### config.mk
export PLATFORM = sky130hd
export DESIGN_NAME = insn_byte_parser
export DESIGN_NICKNAME = d
export VERILOG_FILES = /design/src/rtl/insn_byte_parser.sv
export SDC_FILE = /design/constraint.sdc
export NUM_CORES = 1
export LEC_CHECK = 0
export CORE_UTILIZATION = 38
export DETAILED_ROUTE_END_ITERATION = 12
export PLACE_DENSITY = 0.63
export SETUP_SLACK_MARGIN = 0.02
export SLEW_MARGIN = 20
export SYNTH_ARGS = -nofsm -noshare
export SYNTH_HDL_FRONTEND = slang
export SYNTH_SLANG_ARGS = --single-unit
### constraint.sdc
create_clock -name clk -period 2.4 [get_ports clk]
set_input_delay 0.36 -clock clk [delete_from_list [all_inputs] [get_ports clk]]
set_output_delay 0.36 -clock clk [all_outputs]
set_load 0.03 [all_outputs]
### src/rtl/insn_byte_parser.sv
module insn_byte_parser #(
  parameter int REG_MAX = 34
) (
  input  logic        clk,
  input  logic        rst_n,
  input  logic        in_valid,
  input  logic [7:0]  in_byte,
  output logic        in_ready,
  input  logic        flag_z,
  input  logic        flag_c,
  output logic        out_valid,
  input  logic        out_ready,
  output logic [5:0]  out_opcode,
  output logic [1:0]  out_size,
  output logic [2:0]  out_cond,
  output logic [1:0]  out_src_type,
  output logic [1:0]  out_tgt_type,
  output logic [31:0] out_src_val,
  output logic [31:0] out_tgt_val,
  output logic        out_cond_pass,
  output logic        out_illegal
);

  typedef enum logic [2:0] {S_LO, S_HI, S_SRC, S_TGT, S_OUT} state_t;

  state_t      state;
  logic [15:0] cw;
  logic [2:0]  src_len, tgt_len;
  logic [1:0]  idx;

  // operand class: 0 none, 1 source only, 2 source and target, 3 undefined
  function automatic logic [1:0] op_class(input logic [5:0] op);
    case (op)
      6'h00, 6'h0C, 6'h0D, 6'h10, 6'h1C, 6'h1D, 6'h20, 6'h2A, 6'h3A: op_class = 2'd0;
      6'h08, 6'h09, 6'h0A, 6'h11, 6'h18, 6'h19, 6'h1A, 6'h28, 6'h29,
      6'h2C, 6'h2D, 6'h31, 6'h33, 6'h3D:                            op_class = 2'd1;
      6'h01, 6'h02, 6'h03, 6'h04, 6'h05, 6'h06, 6'h07, 6'h0B,
      6'h13, 6'h14, 6'h15, 6'h16, 6'h17, 6'h1B,
      6'h21, 6'h22, 6'h23, 6'h24, 6'h25, 6'h26, 6'h27,
      6'h32, 6'h34, 6'h35, 6'h39:                                   op_class = 2'd2;
      default:                                                      op_class = 2'd3;
    endcase
  endfunction

  function automatic logic short_imm(input logic [5:0] op);
    case (op)
      6'h04, 6'h05, 6'h06, 6'h15, 6'h16, 6'h24, 6'h25, 6'h26: short_imm = 1'b1;
      default:                                                short_imm = 1'b0;
    endcase
  endfunction

  function automatic logic [2:0] opnd_len(input logic [1:0] typ, input logic [1:0] sz,
                                          input logic one_byte);
    case (typ)
      2'd0, 2'd1: opnd_len = 3'd1;
      2'd2:       opnd_len = one_byte ? 3'd1 : (sz == 2'd0) ? 3'd1 : (sz == 2'd1) ? 3'd2 : 3'd4;
      default:    opnd_len = 3'd4;
    endcase
  endfunction

  wire [15:0] cw_next  = {in_byte, cw[7:0]};
  wire [1:0]  cls_next = op_class(cw_next[13:8]);
  wire        has_src_next = (cls_next == 2'd1) || (cls_next == 2'd2);
  wire        has_tgt_next = (cls_next == 2'd2);
  wire [2:0]  src_len_next = has_src_next ?
                opnd_len(cw_next[1:0], cw_next[15:14], short_imm(cw_next[13:8])) : 3'd0;
  wire [2:0]  tgt_len_next = has_tgt_next ? opnd_len(cw_next[3:2], cw_next[15:14], 1'b0) : 3'd0;

  wire take = in_valid && in_ready;

  always_ff @(posedge clk or negedge rst_n) begin
    if (!rst_n) begin
      state       <= S_LO;
      cw          <= '0;
      src_len     <= '0;
      tgt_len     <= '0;
      idx         <= '0;
      out_src_val <= '0;
      out_tgt_val <= '0;
    end else begin
      case (state)
        S_LO: if (take) begin
          cw[7:0]     <= in_byte;
          out_src_val <= '0;
          out_tgt_val <= '0;
          state       <= S_HI;
        end
        S_HI: if (take) begin
          cw[15:8] <= in_byte;
          src_len  <= src_len_next;
          tgt_len  <= tgt_len_next;
          idx      <= '0;
          state    <= (src_len_next != 3'd0) ? S_SRC :
                      (tgt_len_next != 3'd0) ? S_TGT : S_OUT;
        end
        S_SRC: if (take) begin
          out_src_val[{idx, 3'b000} +: 8] <= in_byte;
          if ({1'b0, idx} == src_len - 3'd1) begin
            idx   <= '0;
            state <= (tgt_len != 3'd0) ? S_TGT : S_OUT;
          end else begin
            idx <= idx + 2'd1;
          end
        end
        S_TGT: if (take) begin
          out_tgt_val[{idx, 3'b000} +: 8] <= in_byte;
          if ({1'b0, idx} == tgt_len - 3'd1) begin
            idx   <= '0;
            state <= S_OUT;
          end else begin
            idx <= idx + 2'd1;
          end
        end
        default: if (out_ready) state <= S_LO;
      endcase
    end
  end

  assign in_ready     = (state != S_OUT);
  assign out_valid    = (state == S_OUT);
  assign out_opcode   = cw[13:8];
  assign out_size     = cw[15:14];
  assign out_cond     = cw[6:4];
  assign out_src_type = cw[1:0];
  assign out_tgt_type = cw[3:2];

  always_comb begin
    case (out_cond)
      3'd0:    out_cond_pass = 1'b1;
      3'd1:    out_cond_pass = flag_z;
      3'd2:    out_cond_pass = !flag_z;
      3'd3:    out_cond_pass = flag_c;
      3'd4:    out_cond_pass = !flag_c;
      3'd5:    out_cond_pass = !flag_z && !flag_c;
      3'd6:    out_cond_pass = flag_z || flag_c;
      default: out_cond_pass = 1'b0;
    endcase
  end

  wire [1:0] cls     = op_class(out_opcode);
  wire       src_reg = (cls == 2'd1 || cls == 2'd2) && !out_src_type[1];
  wire       tgt_reg = (cls == 2'd2) && !out_tgt_type[1];
  wire       bad_reg = (src_reg && out_src_val > REG_MAX) || (tgt_reg && out_tgt_val > REG_MAX);

  assign out_illegal = (cls == 2'd3) || (out_size == 2'd3) || cw[7] ||
                       (out_cond == 3'd7) || bad_reg;

  assert_hold_R9: assert property (@(posedge clk) disable iff (!rst_n)
    out_valid && !out_ready |=> out_valid &&
      $stable({out_opcode, out_size, out_cond, out_src_type, out_tgt_type, out_src_val, out_tgt_val}));

  assert_resume_R9: assert property (@(posedge clk) disable iff (!rst_n)
    out_valid && out_ready |=> !out_valid && in_ready);

  assert_record_after_byte_R2: assert property (@(posedge clk) disable iff (!rst_n)
    $rose(out_valid) |-> $past(in_valid && in_ready));

  assert_size3_illegal_R7: assert property (@(posedge clk) disable iff (!rst_n)
    out_valid && out_size == 2'd3 |-> out_illegal);

  assert_cond7_fails_R6: assert property (@(posedge clk) disable iff (!rst_n)
    out_valid && out_cond == 3'd7 |-> !out_cond_pass && out_illegal);

endmodule

Word-level counts from Yosys, hierarchy flattened
Memory sizes are Yosys's and may differ from the RTL's.
Cells that the tools add are included.
{"block": "totals", "mem_bits_ro": 256, "ff_bits": 91, "out_inout_bits": 83, "mem_count": 2, "wordCells": 129, "in_bits": 14}
{"block": "op_classes", "n_addsub": 4, "n_shift": 2, "order_cmp": 2, "n_reduce_logical": 39, "n_eq_ne": 39, "n_mux": 33}
{"memory": "(no name shown)", "depth": 64, "width": 2, "read_ports": 1, "rd_ports_with_merged_regs": 0, "wr": 0, "line_no": "33", "text": "case (op)"}
{"memory": "(no name shown)", "depth": 64, "width": 2, "read_ports": 1, "rd_ports_with_merged_regs": 0, "wr": 0, "line_no": "33"}
{"operator": "one-hot mux 32 bit (2 select lines)", "count": 2}
{"operator": "two-way mux 32 bit", "count": 3}
{"operator": "bitwise mux 32 bit", "count": 2}
{"operator": "greater-than comparator 32 x 6 -> 1 bit, second input constant", "count": 2}
{"operator": "two-way mux 3 bit", "count": 15}
{"operator": "variable shift 8 x 7 -> 32 bit, first input constant", "count": 1}
{"operator": "variable part select 8 x 7 -> 32 bit", "count": 1}
{"operator": "== test 6 x 3 -> 1 bit, second input constant", "count": 3}
{"operator": "== test 6 bit, second input constant", "count": 3}
{"operator": "== test 3 bit, second input constant", "count": 5}
{"operator": "== test 2 bit, second input constant", "count": 6}
{"operator": "== test 3 x 2 -> 1 bit, second input constant", "count": 4}
{"operator": "== test 6 x 5 -> 1 bit, second input constant", "count": 2}
{"operator": "!= test 2 bit, second input constant", "count": 6}
{"operator": "one-hot mux 3 bit (2 select lines)", "count": 2}
{"operator": "one-hot mux 3 bit (4 select lines)", "count": 1}
{"operator": "nonzero test 3 bit", "count": 4}
{"operator": "== test 2 x 1 -> 1 bit, second input constant", "count": 5}
{"operator": "two-way mux 2 bit", "count": 5}
{"operator": "logical OR 1 bit", "count": 8}
{"operator": "OR reduction 8 bit", "count": 1}
{"operator": "negator 5 -> 7 bit", "count": 1}
{"operator": "one-hot mux 1 bit (7 select lines)", "count": 1}
{"operator": "AND reduction 7 bit", "count": 1}
{"operator": "17 further kinds", "count": 35}

Depth between registers and ports, before layout
Gate-level depths: netlist of run 1.
{"block": "logic_depth", "word_depth": 10, "depth_mapped": 14, "mapped_depth_nobuf": 13}

Worst setup path after synthesis of run 1
OpenSTA, ideal clock, no wires.
{"block": "synth_timing", "path_type": "register to output", "from": "reg cw[8]", "to": "out out_illegal", "t_required_ns": 2.040, "path_slack_ns": -0.131, "t_arrival_ns": 2.171, "path_buffers": 0, "stages_incl_launch_ff": 10, "path_cell_list": "dfrtp_1 > inv_1 > ha_1 > or4b_2 > nand3_1 > o31ai_1 > ha_1 > nor2_1 > o21ai_0 > nand4_1"}
{"block": "synth_via", "elab_chain_cells": 7, "word_cells_on_any_way": 14, "cone_classes": "eq/ne: 3; reduce/logical: 10; memory: 1"}
{"item": "start, declared", "line_no": "27", "text": "logic [15:0] cw;"}
{"item": "start signal, assigned", "line_no": "89", "text": "cw[15:8] <= in_byte;"}
{"item": "memory read (64 x 2 bit) *"}
{"item": "== test 2 x 1 -> 1 bit / == test 2 bit (equally long branches)", "line_no": "141, 142"}
{"item": "logical OR 1 bit", "line_no": "141", "text": "wire src_reg = (cls == 2'd1 || cls == 2'd2) && !out_src_type[1];"}
{"item": "logical AND 1 bit", "line_no": "141"}
{"item": "logical AND 1 bit", "line_no": "143", "text": "wire bad_reg = (src_reg && out_src_val > REG_MAX) || (tgt_reg && out_tgt_val > REG_MAX);"}
{"item": "logical OR 1 bit", "line_no": "143"}
{"item": "logical OR 1 bit *", "line_no": "146", "text": "(out_cond == 3'd7) || bad_reg;"}
{"item": "end, declared", "line_no": "21", "text": "output logic out_illegal"}
Mark *: on every way between the ends. The rest lies on a longest branch, timed or not.

Worst setup path in the final report of run 1
{"block": "layout_timing", "from": "reg cw[9]", "to": "out out_illegal"}
Same word-level chain as after synthesis.

==> metrics.txt, run 1 <==
status=complete, but fails checks; failing checks=negative setup slack; Initial DRC Count=between 200 and 250; post-synthesis area per instance=10.3 sq um; CTS Buf Count=9; Placed Instances=between 700 and 800; setup violators final=1; final hold vios=0; maximum clock path buffer count=2; Area growth syn-to-layout=36.2%; GRT Overall Usage=20.2%; clock-pin slew on the worst setup and hold paths=0.06 ns; clock root buffer=clkbuf_16; CTS tree=yes; critical path's slowest cell=dfrtp_2; fin. max-slew vios=0; CP Class=flop to output port; Pre-antenna DRT Iters=4; fill cell count=1119; largest fanout on the critical path=4; Hold Crit Class=input port to async pin; core box area=~12000 sq um; TNS Setup=-0.415 ns; final non-filler cell total=between 700 and 800; CP top delay family=adder cells; post-synthesis sequential area ratio=47.0%; worst vdd ir=between 0.0007 and 0.0008 V; WL final=12.7 mm; Buf/Inv on CP=3; via count=between 4000 and 5000; launching point of the worst reg2reg path=idx[0]; synthesized cell area=~4800 sq um; crit-path cells=inv_4, ha_4, nand2_4, mux2_4, nor2_4, o31ai_4, buf_4, ha_4, nor2_4, o21ai_2, nand4_1, buf_6; vias per std cell=around 5.4; layout cell share with drive strength beyond 1=between 20% and 30%; HPWL after DPL=roughly 9 mm; CP arrival=2.45 ns; RR Endpoint=out_src_val[31]; # IOs=between 90 and 100; Worst setup EP type=output port; drt wl/cell=16.9 um; fin nets=611; Fmax=0.355 GHz; synth warn=0; Fin Hold WS=0.0323 ns; antenna-violating nets left=0; H-tree levels=3; Chip Height=115 um; number of synthesized flops with an enable pin=0; Worst Setup Slack, final=-0.415 ns; largest net degree at the start of global routing=between 40 and 50; Syn Inst Count=~470; register area=around 2300 sq um; worst reg2reg setup slack=between 0.2 and 0.25 ns; skew final=between 0.003 and 0.004 ns; Remaining DRCs=0; total grt overflow=0; Final period util=117%; WP data required=2.04 ns; crit-path max cell delay=between 0.4 and 0.5 ns; initial antenna violation count=0; Power Dens Cells=approximately 1100 nW/um^2; synthesized flop and latch total=between 90 and 100; count of cell types in the netlist=50; worst reg-to-reg path cell count=6; maxcap violations=0; CTS Sinks=between 90 and 100; Slew headroom=about two fifths; pin slew with the least headroom to its limit=about 0.88 ns; initial core utilization=between 30% and 40%; n_diodes=0; leakage=~2.9 nW; RSZ-0062 raised after global routing=true; FP Rows=40; Clock Latency Late Sink=between 0.3 and 0.4 ns; vias in the first global route=about 3900; syn nets=between 500 and 600; Multi-input gate area=~2400 sq um; die width=115 um; Final Wtd Congestion=0.858; first-pass GRT wire length=~20 mm; CP Launch Type=flop; Synth Flop Type=dfrtp_1; fin crit period=approximately 2.8 ns; number of I/O port buffers=96; Die Area=13200 sq um; async set-or-reset flop fraction in the synthesized netlist=100%
what timing repair did:
| item | 4_1_cts | 5_1_grt |
|---|---|---|
| setup endpoints to repair | 5 | 16 |
| buffers inserted | 1 | 0 |
| resized for setup | 27 | 15 |
| hold buffers | 0 | 0 |
| pin swaps | 12 | 10 |
cell families after synthesis:
group	Yosys count	synth area share (%)
compound gates	129	19.6
flops	91	47.0
mux	19	4.34
simple gates	148	16.6
xor+xnor	5	0.904
buf+inv	56	6.17
fa+ha+maj	21	5.42
synth_stat cells (all sizes together) (9+ instances only):
library cell  instances  share of area [%]
dfrtp                91                 47
nand2                73                5.7
o21ai                53                6.4
a22o                 42                7.6
buf                  27                3.9
ha                   21                5.4
nor2                 18                1.7
inv                  17                1.3
mux2                 16                3.7
nor4                 15                2.9
clkbuf               12               0.93
nor3                  9                1.9
cell usage in the layout (no fill, tap or decap), drive strengths merged, types with 7 or more instances in the layout:
| cell | instances |
|---|---|
| mux2 | 16 |
| clkdlybuf4s50 | 90 |
| nand2 | 73 |
| a21oi | 7 |
| clkbuf | 10 |
| inv | 17 |
| buf | 41 |
| nor3 | 9 |
| o21ai | 53 |
| ha | 21 |
| a22o | 42 |
| nor2 | 18 |
| nand3 | 8 |
| dfrtp | 91 |
| nor4 | 15 |
| nand2b | 7 |
where the power goes:
group	switching (mW)	internal [mW]
Combinational	2.01	1.57
Clock	0.594	0.940
Sequential	0.397	1.83
Total	3.00	4.34
stage by stage:
step	worst slack (ns)	cell area (sq um)	power [mW]	utilization, %
floorplan	0.00362	4870	4.44	-
global placement	-0.373	6090	5.38	49.9
detailed placement	-0.429	6090	5.45	49.9
CTS	-0.430	6540	7.26	53.5
global route	-0.550	6600	7.79	54.0
finish	-0.415	6600	7.34	54.0
worst max path at each step:
stage | startpoint | end | slack (ns) | cells past startpoint
after global placement | in_byte[0] | state[0] | -0.37 | 14
after detailed placement | in_byte[0] | src_len[1] | -0.43 | 13
after global routing | cw[9] | out_illegal | -0.55 | 11
final | cw[9] | out_illegal | -0.41 | 12
after CTS | cw[9] | out_illegal | -0.43 | 12
after floorplan | cw[8] | out_illegal | 0.004 | 10
cell type report:
class	count	share of cell area (%)
Multi-Input combinational cell	322	37.1
Sequential cell	91	34.5
Timing Repair Buffer	135	19.3
Clock buffer	10	3.62
Tap cell	168	3.18
Clock inverter	6	1.35
Inverter	17	1.00
per-layer routing:
metal | GRT usage (%) | part of all wire [%] | vias to the layer above
li1 | - | - | 1900
met2 | 33.0 | 49 | 109
met4 | 6.23 | 1.7 | 0
met3 | 4.16 | 4.3 | 17
met1 | 26.8 | 46 | 2001
met5 | 0 | 0 | -
sequential cells by signal, indices dropped and copies added (netlist names):
register and flops:
out_src_val 32, out_tgt_val 32, cw 16, src_len 3, state 3, tgt_len 3
idx 2
worst register-to-register path, cell delays in order, from the launching register on:
cell	delay, ns
dfrtp_1	0.52
inv_1	0.15
ha_1	0.31
nor2b_1	0.19
nand3_1	0.23
nor4_4	0.53
a22o_1	0.20
Note: power is estimated with default switching activity, not from simulation.
==> run 2: changes to the inputs <==
REMOVE_ABC_BUFFERS = 1   (was default)
SKIP_CTS_REPAIR_TIMING = 1   (was default)
==> run 2 against run 1 <==
Compared with the run above: the run ends with negative hold slack, negative setup slack left; maximum frequency grew 3.4%; register-to-register slack gained 0.07 ns; clock skew up 0.0056 ns; critical endpoint unchanged; hold slack got worse by 0.044 ns; worst setup slack improved by 0.092 ns; non-clock buffer count increased by 1.
==> metrics.txt, run 2 (synthesis gave the netlist of run 1 again) <==
Slew headroom=56.0% (+15 points); H-tree levels=3 (unchanged); fill cell count=1137 (+1.6%); commonest cells after routing, fill and taps aside=90 x dfrtp_1, 90 x clkdlybuf4s50_1, 72 x nand2_1; Hold Crit Class=input port to async pin; vias per std cell=5.28 (-1.8%); leakage=2.85 nW (-0.29%); largest fanout on the critical path=4 (unchanged); switching power=2.90 mW (-3.3%); cell internal pwr=4.04 mW (-6.8%); Pre-antenna DRT Iters=4 (unchanged); Remaining DRCs=0 (unchanged); final non-filler cell total=750 (+0.13%); status=complete, but fails checks; Fmax=0.367 GHz (+3.4%); Initial DRC Count=218 (-8.8%); Worst setup EP type=output port; Flop pwr share=31.3% (+0.9 points); RSZ-0062 raised after global routing=true; fin crit period=2.72 ns (-0.0923 ns); Area growth syn-to-layout=34.1%; total power=6.94 mW (-5.4%); Placed Area=6100 sq um (about the same); n_diodes=0 (unchanged); TNS Setup=-0.322 ns (+0.0923 ns); drt wl/cell=16.9 um (about the same); post-layout util=53.2% (-0.81 points); CTS Sinks=91 (unchanged); antenna-violating nets left=0 (unchanged); # IOs=97 (unchanged); top flop regs=out_src_val (32), out_tgt_val (32), cw (16); clock-pin slew on the worst setup and hold paths=0.07 ns (about the same); Placed Instances=733 (+0.14%); CP Class=flop to output port; Final Wtd Congestion=0.845 (-1.6%); CP startpoint=cw[9]; initial core utilization=39.7% (unchanged); initial antenna violation count=0 (unchanged); CP arrival=2.36 ns (-0.09 ns); Fin Hold WS=-0.0117 ns (-0.0441 ns); GRT Overall Usage=20.3% (+0.12 points); register area=2280 sq um (unchanged); Worst Setup Slack, final=-0.322 ns (+0.0923 ns); first-pass GRT wire length=20.6 mm (+1.3%); pin slew with the least headroom to its limit=0.656 ns (-0.222 ns); Power Dens Cells=1070 nW/um^2 (-3.9%); total grt overflow=0 (unchanged); Multi-input gate area=2340 sq um (-4.2%); maxcap violations=0 (unchanged); part of the power in the clock network=20.3% (-0.6 points); fin. max-slew vios=0 (unchanged); number of I/O port buffers=96 (unchanged); power share of the combinational group=48.4% (-0.3 points); clock root buffer=clkbuf_16; worst vdd ir=0.000464 V (-35%); launching point of the worst reg2reg path=idx[0]; maximum clock path buffer count=2 (unchanged); core box area=12200 sq um (unchanged); layout cell share with drive strength beyond 1=19.1% (-1.6 points); pre-CTS WS=-0.448 ns (-0.0193 ns); failing checks=negative hold slack, negative setup slack; Clock Latency Late Sink=0.34 ns (about the same); setup violators final=1 (unchanged); final hold vios=6 (+6); Die Area=13200 sq um (unchanged); Chip Height=115 um (unchanged); WL final=12.7 mm (+0.10%); WP data required=2.04 ns (about the same); sw frac=41.7% (+0.91 points); fin nets=612 (+0.16%); CTS Buf Count=9 (unchanged); via count=3958 (-1.7%); CP Launch Type=flop; Final Instance Area=6500 sq um (-1.5%); FP Rows=40 (unchanged); skew final=0.00919 ns (+0.00559 ns); worst reg2reg setup slack=0.29 ns (+0.07 ns); vias in the first global route=3943 (+2.0%); die width=115 um (unchanged); Final period util=113% (-3.8 points); HPWL after DPL=9.40 mm (+1.4%); largest net degree at the start of global routing=53 (+13%); CTS tree=yes
run 2: layer usage:
layer / share of wire, % / routed length, um / global-route usage (%)
met1: 43 / 5520 / 26.3
met2: 51 / 6470 / 34.2
met3: 3.0 / 379 / 3.27
met4: 2.5 / 318 / 7.45
met5: 0 / 0 / 0
run 2: path summary, 6_finish.rpt:
check	depth (start not counted)	end
max in group asynchronous	2	out_src_val[10]
worst max register to register	7	out_tgt_val[18]
worst min-delay path	1	out_tgt_val[31]
min in group clk	4	out_tgt_val[25]
worst max-delay path	12	out_illegal
worst min register to register	2	tgt_len[1]
run 2: layout make-up:
class,instances,area share [%]
sequential,91,35.0
multi-input combinational,322,36.0
clock buffer,10,3.68
timing repair buffer,136,20.2
inverter,17,0.982
clock inverter,6,0.866
tap,168,3.23
run 2: critical path, cell delays in order (launching register included):
cell and delay, ns:
dfrtp_2 0.45, inv_2 0.07, buf_6 0.09, ha_4 0.11
mux2i_1 0.07, nand3_1 0.07, o21ai_1 0.06, a221o_1 0.34
ha_1 0.31, nor2_2 0.14, o21ai_2 0.07, nand4_1 0.10
buf_6 0.14
run 2: power groups by stage:
stage	logic [mW]	registers (mW)	clock network (mW)
after floorplan	1.42	2.69	0
after global placement	3.19	2.17	0
after detailed placement	3.24	2.18	0
after CTS	3.25	2.15	1.43
after global routing	3.65	2.23	1.50
final	3.36	2.18	1.41
==> run 3: changes to the inputs <==
SKIP_CTS_REPAIR_TIMING = default   (was 1)
==> run 3 against run 2 <==
Compared with the run above: the run still ends with negative hold slack, negative setup slack left; count of clock-buffer cells in the layout stayed put; hold slack better by 0.0023 ns; non-clock buffer count did not move; power about the same; critical path depth is 3 lower; maximum frequency is 1.2% higher; final cell count is the same; die area unchanged; core utilization is 0.072 points lower; worst setup slack improved by 0.032 ns; global-route usage up 0.19 points; final area shrank 0.13%; critical endpoint unchanged; highest routed layer unchanged.
==> metrics.txt, run 3 (synthesis gave the netlist of run 1 again) <==
initial antenna violation count=0 (unchanged); via count=3963 (+0.13%); Worst Setup Slack, final=-0.291 ns (+0.0317 ns); CTS Sinks=91 (unchanged); Fmax=0.372 GHz (+1.2%); Die Area=13200 sq um (unchanged); Final period util=112% (-1.3 points); fin nets=612 (unchanged); fill cell count=1142 (+0.44%); core box area=12200 sq um (unchanged); largest net degree at the start of global routing=53 (unchanged); FP Rows=40 (unchanged); Slew headroom=57.3% (+1.3 points); WL final=12.7 mm (+0.23%); CP arrival=2.33 ns (-0.03 ns); largest fanout on the critical path=4 (unchanged); fin crit period=2.69 ns (-0.0317 ns); Area growth syn-to-layout=33.9%; Worst setup EP type=output port; Multi-input gate area=2350 sq um (+0.11%); Clock Latency Late Sink=0.34 ns (about the same); WP data required=2.04 ns (about the same); CP Launch Type=flop; clock root buffer=clkbuf_16; Placed Area=6100 sq um (unchanged); Hold Crit Class=input port to async pin; hold_buf cts=0; top flop regs=out_src_val (32), out_tgt_val (32), cw (16); Pre-antenna DRT Iters=4 (unchanged); RSZ-0062 raised after global routing=true; total power=6.94 mW (about the same); Remaining DRCs=0 (unchanged); setup violators final=1 (unchanged); CTS Buf Count=9 (unchanged); CP Class=flop to output port; Final Instance Area=6490 sq um (-0.13%); final hold vios=4 (-2); commonest cells after routing, fill and taps aside=90 x dfrtp_1, 90 x clkdlybuf4s50_1, 72 x nand2_1; Power Dens Cells=1070 nW/um^2 (about the same); post-layout util=53.2% (-0.072 points); vias per std cell=5.28 (+0.13%); failing checks=negative hold slack, negative setup slack; maximum clock path buffer count=2 (unchanged); H-tree levels=3 (unchanged); total grt overflow=0 (unchanged); die width=115 um (unchanged); pre-CTS WS=-0.448 ns (unchanged); final non-filler cell total=750 (unchanged); register area=2280 sq um (unchanged); number of I/O port buffers=96 (unchanged); Final Wtd Congestion=0.845 (unchanged); pin slew with the least headroom to its limit=0.636 ns (-0.0200 ns); Chip Height=115 um (unchanged); CTS tree=yes; HPWL after DPL=9.40 mm (unchanged); maxcap violations=0 (unchanged); # IOs=97 (unchanged); fin. max-slew vios=0 (unchanged); n_diodes=0 (unchanged); status=complete, but fails checks; GRT Overall Usage=20.5% (+0.19 points); first-pass GRT wire length=20.8 mm (+1.0%); clock-pin slew on the worst setup and hold paths=0.07 ns (about the same); Fin Hold WS=-0.00940 ns (+0.00234 ns); worst vdd ir=0.000513 V (+11%); skew final=0.00913 ns (-0.0000621 ns); TNS Setup=-0.291 ns (+0.0317 ns); Placed Instances=733 (unchanged); Initial DRC Count=222 (+1.8%); vias in the first global route=3971 (+0.71%); layout cell share with drive strength beyond 1=19.4% (+0.34 points); drt wl/cell=17.0 um (+0.23%); leakage=2.83 nW (-0.71%); antenna-violating nets left=0 (unchanged); initial core utilization=39.7% (unchanged)
==> run 3: cell types whose count changed in the layout (fill, tap and decap cells not counted), sizes merged <==
| cell | delta |
|---|---|
| clkbuf | +1 |
| dlygate4sd2 | +1 |
| dlymetal6s2s | -2 |
==> run 3: worst paths after layout <==
check,start,end,slack (ns),cells past startpoint
hold / removal,rst_n,out_tgt_val[31],-0.009,1
setup / recovery,cw[9],out_illegal,-0.29,9
hold reg to reg,tgt_len[1],tgt_len[1],0.50,2
max in group asynchronous,rst_n,out_src_val[16],1.71,2
min in group clk,tgt_len[1],tgt_len[1],0.50,2
setup reg to reg,idx[0],out_tgt_val[18],0.27,7
==> run 3: layout make-up <==
type / instances / area share, %
flip-flops and latches: 91 / 35.1
clock inverters: 6 / 0.867
clock buffers: 10 / 3.68
multi-input cells: 322 / 36.1
well taps: 168 / 3.24
repair buffers: 136 / 20.0
inverters: 17 / 0.983
==> run 3: power by group <==
| part | total (mW) | internal [mW] | switching, mW | leakage, nW |
|---|---|---|---|---|
| sequential | 2.18 | 1.83 | 0.342 | 1.23 |
| clock | 1.41 | 0.755 | 0.654 | 0.144 |
| combinational | 3.36 | 1.45 | 1.91 | 1.46 |
| total | 6.94 | 4.04 | 2.91 | 2.83 |
==> run 3: per-layer routing <==
layer	global-route usage (%)	vias to the layer above	part of all wire (%)
li1	-	1908	-
met2	34.6	80	51
met3	3.27	19	2.9
met1	26.4	1956	43
met4	7.62	0	2.3
met5	0	-	0
==> run 3: worst max-delay path: stages (launching register included) <==
cell and delay (ns):
dfrtp_2 0.45, ha_4 0.17, or4b_4 0.48, nand3_2 0.08
o31ai_2 0.07, ha_1 0.31, nor2_2 0.11, o21ai_2 0.07
nand4_1 0.10, buf_6 0.14
==> run 3: what timing repair did <==
item,4_1_cts,5_1_grt
setup endpoints to repair,5,6
gates resized for setup,26,9
pin swaps,11,4
buffers inserted,0,1
